## config.mk

```make
export PLATFORM = sky130hd
export DESIGN_NAME = sfloat_reg_conv
export DESIGN_NICKNAME = d
export VERILOG_FILES = /design/src/rtl/sfc_pkg.sv /design/src/rtl/sfc_load.sv /design/src/rtl/sfc_store.sv /design/src/rtl/sfc_pack.sv /design/src/rtl/sfloat_reg_conv.sv
export SDC_FILE = /design/constraint.sdc
export NUM_CORES = 1
export LEC_CHECK = 0
export BUFFER_PORTS_ARGS = -buffer_cell sky130_fd_sc_hd__buf_2
export CORE_ASPECT_RATIO = 0.6
export CORE_MARGIN = 2
export CORE_UTILIZATION = 43
export DETAILED_ROUTE_END_ITERATION = 8
export PLACE_DENSITY_LB_ADDON = 0.05
export SLEW_MARGIN = 20
export SYNTH_ARGS = -nofsm -noshare
export SYNTH_HDL_FRONTEND = slang
export SYNTH_HIERARCHICAL = 1
export SYNTH_SLANG_ARGS = --single-unit
```

## constraint.sdc

```tcl
create_clock -name clk -period 1.29 [get_ports clk]
set_input_delay 0.0645 -clock clk [delete_from_list [all_inputs] [get_ports clk]]
set_output_delay 0.0645 -clock clk [all_outputs]
set_load 0.02 [all_outputs]
```

## src/rtl/sfc_pkg.sv

```systemverilog
package sfc_pkg;
  localparam int MEM_W     = 32;
  localparam int REG_W     = 64;
  localparam int MFRAC_W   = 23;
  localparam int MEXP_LO_W = 7;
  localparam int REXP_W    = 11;
  localparam int BODY_W    = 30;
  localparam int BODY_LSB  = 29;
  localparam int RFRAC_LSB = 29;
  localparam int GAP_W     = REXP_W - MEXP_LO_W - 1;

  typedef enum logic [1:0] {
    SEL_LOAD  = 2'd0,
    SEL_STORE = 2'd1,
    SEL_PACK  = 2'd2,
    SEL_NONE  = 2'd3
  } path_e;
endpackage

```

## src/rtl/sfc_load.sv

```systemverilog
module sfc_load
  import sfc_pkg::*;
(
  input  logic [MEM_W-1:0] mem_word,
  output logic [REG_W-1:0] reg_word
);
  logic                 sgn;
  logic                 e_top;
  logic [MEXP_LO_W-1:0] e_low;
  logic [MFRAC_W-1:0]   frac;
  logic [REXP_W-1:0]    wide_exp;

  assign sgn   = mem_word[MEM_W-1];
  assign e_top = mem_word[MEM_W-2];
  assign e_low = mem_word[MEM_W-3 -: MEXP_LO_W];
  assign frac  = mem_word[MFRAC_W-1:0];

  // Exponent widening by remap on the top bit, not by rebias
  always_comb begin
    wide_exp = {e_top, {GAP_W{1'b0}}, e_low};
    if (e_top) begin
      if (&e_low) wide_exp = '1;
    end else if (|e_low) begin
      wide_exp[REXP_W-2 -: GAP_W] = '1;
    end
  end

  assign reg_word = {sgn, wide_exp, frac, {RFRAC_LSB{1'b0}}};
endmodule

```

## src/rtl/sfc_store.sv

```systemverilog
module sfc_store
  import sfc_pkg::*;
(
  input  logic [1:0]        top_bits,
  input  logic [BODY_W-1:0] body_bits,
  output logic [MEM_W-1:0]  mem_word
);
  assign mem_word = {top_bits, body_bits};
endmodule

```

## src/rtl/sfc_pack.sv

```systemverilog
module sfc_pack
  import sfc_pkg::*;
(
  input  logic [REG_W-1:0] int_word,
  output logic [REG_W-1:0] reg_word,
  output logic             ovf
);
  logic [REG_W-1:0] sext;

  assign sext     = {{(REG_W-MEM_W){int_word[MEM_W-1]}}, int_word[MEM_W-1:0]};
  assign ovf      = (sext != int_word);
  assign reg_word = {int_word[MEM_W-1 -: 2], {GAP_W{1'b0}},
                     int_word[BODY_W-1:0], {BODY_LSB{1'b0}}};
endmodule

```

## src/rtl/sfloat_reg_conv.sv

```systemverilog
module sfloat_reg_conv
  import sfc_pkg::*;
#(
  parameter bit OUT_REG = 1'b1
) (
  input  logic                clk,
  input  logic                rst,
  input  logic [1:0]          path_sel,
  input  logic [MEM_W-1:0]    mem_in,
  input  logic [REG_W-1:0]    reg_in,
  output logic [REG_W-1:0]    reg_out,
  output logic [MEM_W-1:0]    mem_out,
  output logic                int_ovf,
  output logic                inexact
);
  path_e            sel;
  logic [REG_W-1:0] ld_word, pk_word, reg_nx;
  logic [MEM_W-1:0] st_word, mem_nx;
  logic             pk_ovf, flag_nx;

  assign sel = path_e'(path_sel);

  sfc_load u_load (.mem_word(mem_in), .reg_word(ld_word));

  sfc_store u_store (
    .top_bits (reg_in[REG_W-1 -: 2]),
    .body_bits(reg_in[BODY_LSB +: BODY_W]),
    .mem_word (st_word)
  );

  sfc_pack u_pack (.int_word(reg_in), .reg_word(pk_word), .ovf(pk_ovf));

  always_comb begin
    reg_nx  = '0;
    mem_nx  = '0;
    flag_nx = 1'b0;
    unique case (sel)
      SEL_LOAD:  reg_nx = ld_word;
      SEL_STORE: mem_nx = st_word;
      SEL_PACK: begin
        reg_nx  = pk_word;
        flag_nx = pk_ovf;
      end
      default: ;
    endcase
  end

  generate
    if (OUT_REG) begin : g_reg
      always_ff @(posedge clk) begin
        if (rst) begin
          reg_out <= '0;
          mem_out <= '0;
          int_ovf <= 1'b0;
          inexact <= 1'b0;
        end else begin
          reg_out <= reg_nx;
          mem_out <= mem_nx;
          int_ovf <= flag_nx;
          inexact <= flag_nx;
        end
      end

      logic past_ok;
      always_ff @(posedge clk) begin
        if (rst) past_ok <= 1'b0;
        else     past_ok <= 1'b1;
      end

      a_r1_load_low_zero: assert property (@(posedge clk) disable iff (rst)
        past_ok && $past(path_sel) == SEL_LOAD |->
          reg_out[RFRAC_LSB-1:0] == '0 && reg_out[REG_W-1] == $past(mem_in[MEM_W-1]));
      a_r4_load_gap_uniform: assert property (@(posedge clk) disable iff (rst)
        past_ok && $past(path_sel) == SEL_LOAD |->
          (reg_out[61:59] == 3'b000 || reg_out[61:59] == 3'b111));
      a_r6_store_map: assert property (@(posedge clk) disable iff (rst)
        past_ok && $past(path_sel) == SEL_STORE |->
          mem_out == {$past(reg_in[63:62]), $past(reg_in[58:29])});
      a_r7_pack_zero_gaps: assert property (@(posedge clk) disable iff (rst)
        past_ok && $past(path_sel) == SEL_PACK |->
          reg_out[61:59] == 3'b000 && reg_out[28:0] == '0);
      a_r8_flags_paired: assert property (@(posedge clk) disable iff (rst)
        past_ok |-> int_ovf == inexact);
      a_r9_flags_pack_only: assert property (@(posedge clk) disable iff (rst)
        past_ok && $past(path_sel) != SEL_PACK |-> !int_ovf);
      a_r9_mem_store_only: assert property (@(posedge clk) disable iff (rst)
        past_ok && $past(path_sel) != SEL_STORE |-> mem_out == '0);
    end else begin : g_comb
      assign reg_out = reg_nx;
      assign mem_out = mem_nx;
      assign int_ovf = flag_nx;
      assign inexact = flag_nx;
    end
  endgenerate
endmodule

```

==> results.toml <==
[outcome]
status = "finished with violations"
violations = "hold timing"

[synthesis]
syn_inst = 479
syn_avg_cell_area_um2 = 9.602
ys_ff_latch = 97
ys.flop_type = "dfxtp_1"
post-synth-top-count-cell = "buf_4"
synth_area_leaders = "dfxtp_1 (42%), buf_4 (25%), mux2i_1 (14%)"
synthArstFlopShare = 0
yosys-top-cells-count = "buf_4 (155), dfxtp_1 (97), nor2_1 (69), mux2i_1 (64), and2_1 (32)"
yosysUniqueCellTypes = 24
synth_edf_count = 0
yosys_warnings = 6
synth_largest_area_cell = "dfxtp_1"
netlist.area_leader.share = 0.4222
synthesis.area_um2 = 4599
ys_seq_area_frac = 0.4222

[clock_tree]
cts_tree = "done"
cts-htree-levels = 3
ctsResizeCount = 0
cts_buffers = 9
clock-root-buffer = "clkbuf_16"
clkTransAtPathRegs_ns = 0.06
cts_buffer_depth = 2
cts_sinks = 97
cts_setup_buffers = 0

[floorplanning]
io_pins = 198
dieWidth_um = 137.5
fp.dieArea_um2 = 11570
core_um2 = 10490
rows = 29
fp.dieH_um = 84.11
start_util = 0.4386

[route]
wirelength_mm = 10.05
viasPerCell = 4.066
first_pass_iters = 4
vias = 3224
ant_nets = 0
drtIter0Drc = 92
drcViolationCount = 0
wl_per_cell_um = 12.67

[layout]
drive_gt1_frac = 0.3502
stdcell_count = 793
area_delta_synth_final_pct = 25.27
nets = 749
nFillCells = 976
diodes = 0

[setup_path]
path_cells = "dlygate4sd3_1, buf_2, mux2i_1, dlygate4sd3_1, nor2_1"
crit_path_start_kind = "primary input"
slowest_stage = "dlygate4sd3_1"
crit_family = "buffers and inverters"
cp_max_fo = 1
crit_required_ns = 1.48
cp_data_arrival_time_ns = 1.46
path_class = "in2reg"
crit_top_cell = "dlygate4sd3_1"
critPathCaptureType = "flip-flop"
cp_slowest_stage_delay_ns = 0.57
path_buf_inv = 3

[power]
power.density_nw_per_um2 = 1184
p_total_uw = 6820
p_leak_uw = 0.003021
peakVddDrop_mv = 0.7426

[place]
dp_hpwl_mm = 6.847
numPortBuffers = 197
post-place-ws_ns = -0.1274
placed_cells = 708
gp_congestion = 0.8411

[timing]
fin_crit_sh = 0.9804
whs_ns = -0.02610
fmax_ghz = 0.7907
final.setup.tns_ns = 0
drv_slew = 0
fin_ws_ns = 0.02527
setup_violations = 0
relSlewSlack = 0.4699
period_needed_ns = 1.265
hold_viol_final = 8
tightest_slew_ns = 0.7952
rsz0062_at_grt = "no"

[hold_path]
hold_path_class = "in2reg"

[global_routing]
grt_pass1_vias = 3189
grt_max_degree = 40
track_usage = 0.1769
grt_overflow = 0
grt_first_pass_wirelength_mm = 15.73
grt_antenna_before_repair = 0

[job]
cap_violations = 0
what timing repair did:
action,4_1_cts,5_1_grt
setup endpoints to repair,0,8
endpoints found under the hold margin,58,0
hold buffers,77,0
registers in the layout, summed over array words and instances (netlist names):
register	flops
mem_out	32
inexact	1
reg_out	64
where the power goes:
group / switching [uW] / total (uW) / internal (uW)
logic: 524 / 1030 / 504
clock network: 1100 / 2650 / 1550
registers: 26.6 / 3140 / 3110
final cells by class:
cell class	instances	area (um^2)	area share
Sequential cell	97	1942	0.3370
Timing Repair Buffer	278	1782	0.3092
Tap cell	139	173.9	0.03018
Multi-Input combinational cell	263	1567	0.2719
Clock inverter	5	55.05	0.009555
Clock buffer	11	242.7	0.04213
worst paths after layout:
kind | to | cells past startpoint | from | slack (ns)
worst max-delay path | reg_out[39] | 5 | mem_in[10] | 0.03
worst min-delay path | reg_out[31] | 3 | reg_in[2] | -0.03
routing by layer:
metal,vias to the layer above,track usage,share of wire
li1,1661,-,-
met2,120,0.2994,0.47
met1,1428,0.2086,0.43
met3,15,0.06497,0.090
met4,0,0.05530,0.017
met5,-,0,0
cells by family (layout without fill, tap and decap cells):
group,Yosys count,in the layout,share of synthesized area
multiplexers,64,64,0.1393
buffers and inverters,178,294,0.2854
flip-flops,97,97,0.4222
AO/OA/AOI/OAI,5,5,0.006801
other,2,61,0.001633
AND/OR/NAND/NOR,133,133,0.1447
through the flow:
step,cell area [um^2],utilization,hold slack [ns]
3_5_place_dp,4773,0.4552,0.2843
2_1_floorplan,4821,-,0.2642
6_report,5762,0.5495,-0.02610
3_3_place_gp,4773,0.4552,0.2815
5_1_grt,5762,0.5495,0.002497
4_1_cts,5842,0.5571,0.0001357
cell usage in the layout (no fill, tap or decap), drive strengths merged:
cell | synthesis | routed
a31oi | 4 | 4
and2 | 32 | 32
buf | 167 | 209
bufinv | 0 | 1
clkbuf | 10 | 11
clkinv | 0 | 2
clkinvlp | 0 | 2
conb | 2 | 61
dfxtp | 97 | 97
dlygate4sd3 | 1 | 69
mux2i | 64 | 64
nand2 | 5 | 5
nand3 | 5 | 5
nand4 | 5 | 5
nor2 | 69 | 69
nor3 | 8 | 8
nor3b | 1 | 1
nor4 | 5 | 5
o22ai | 1 | 1
or2 | 1 | 1
or4 | 2 | 2
No activity file was read; power rests on OpenSTA's default activity.
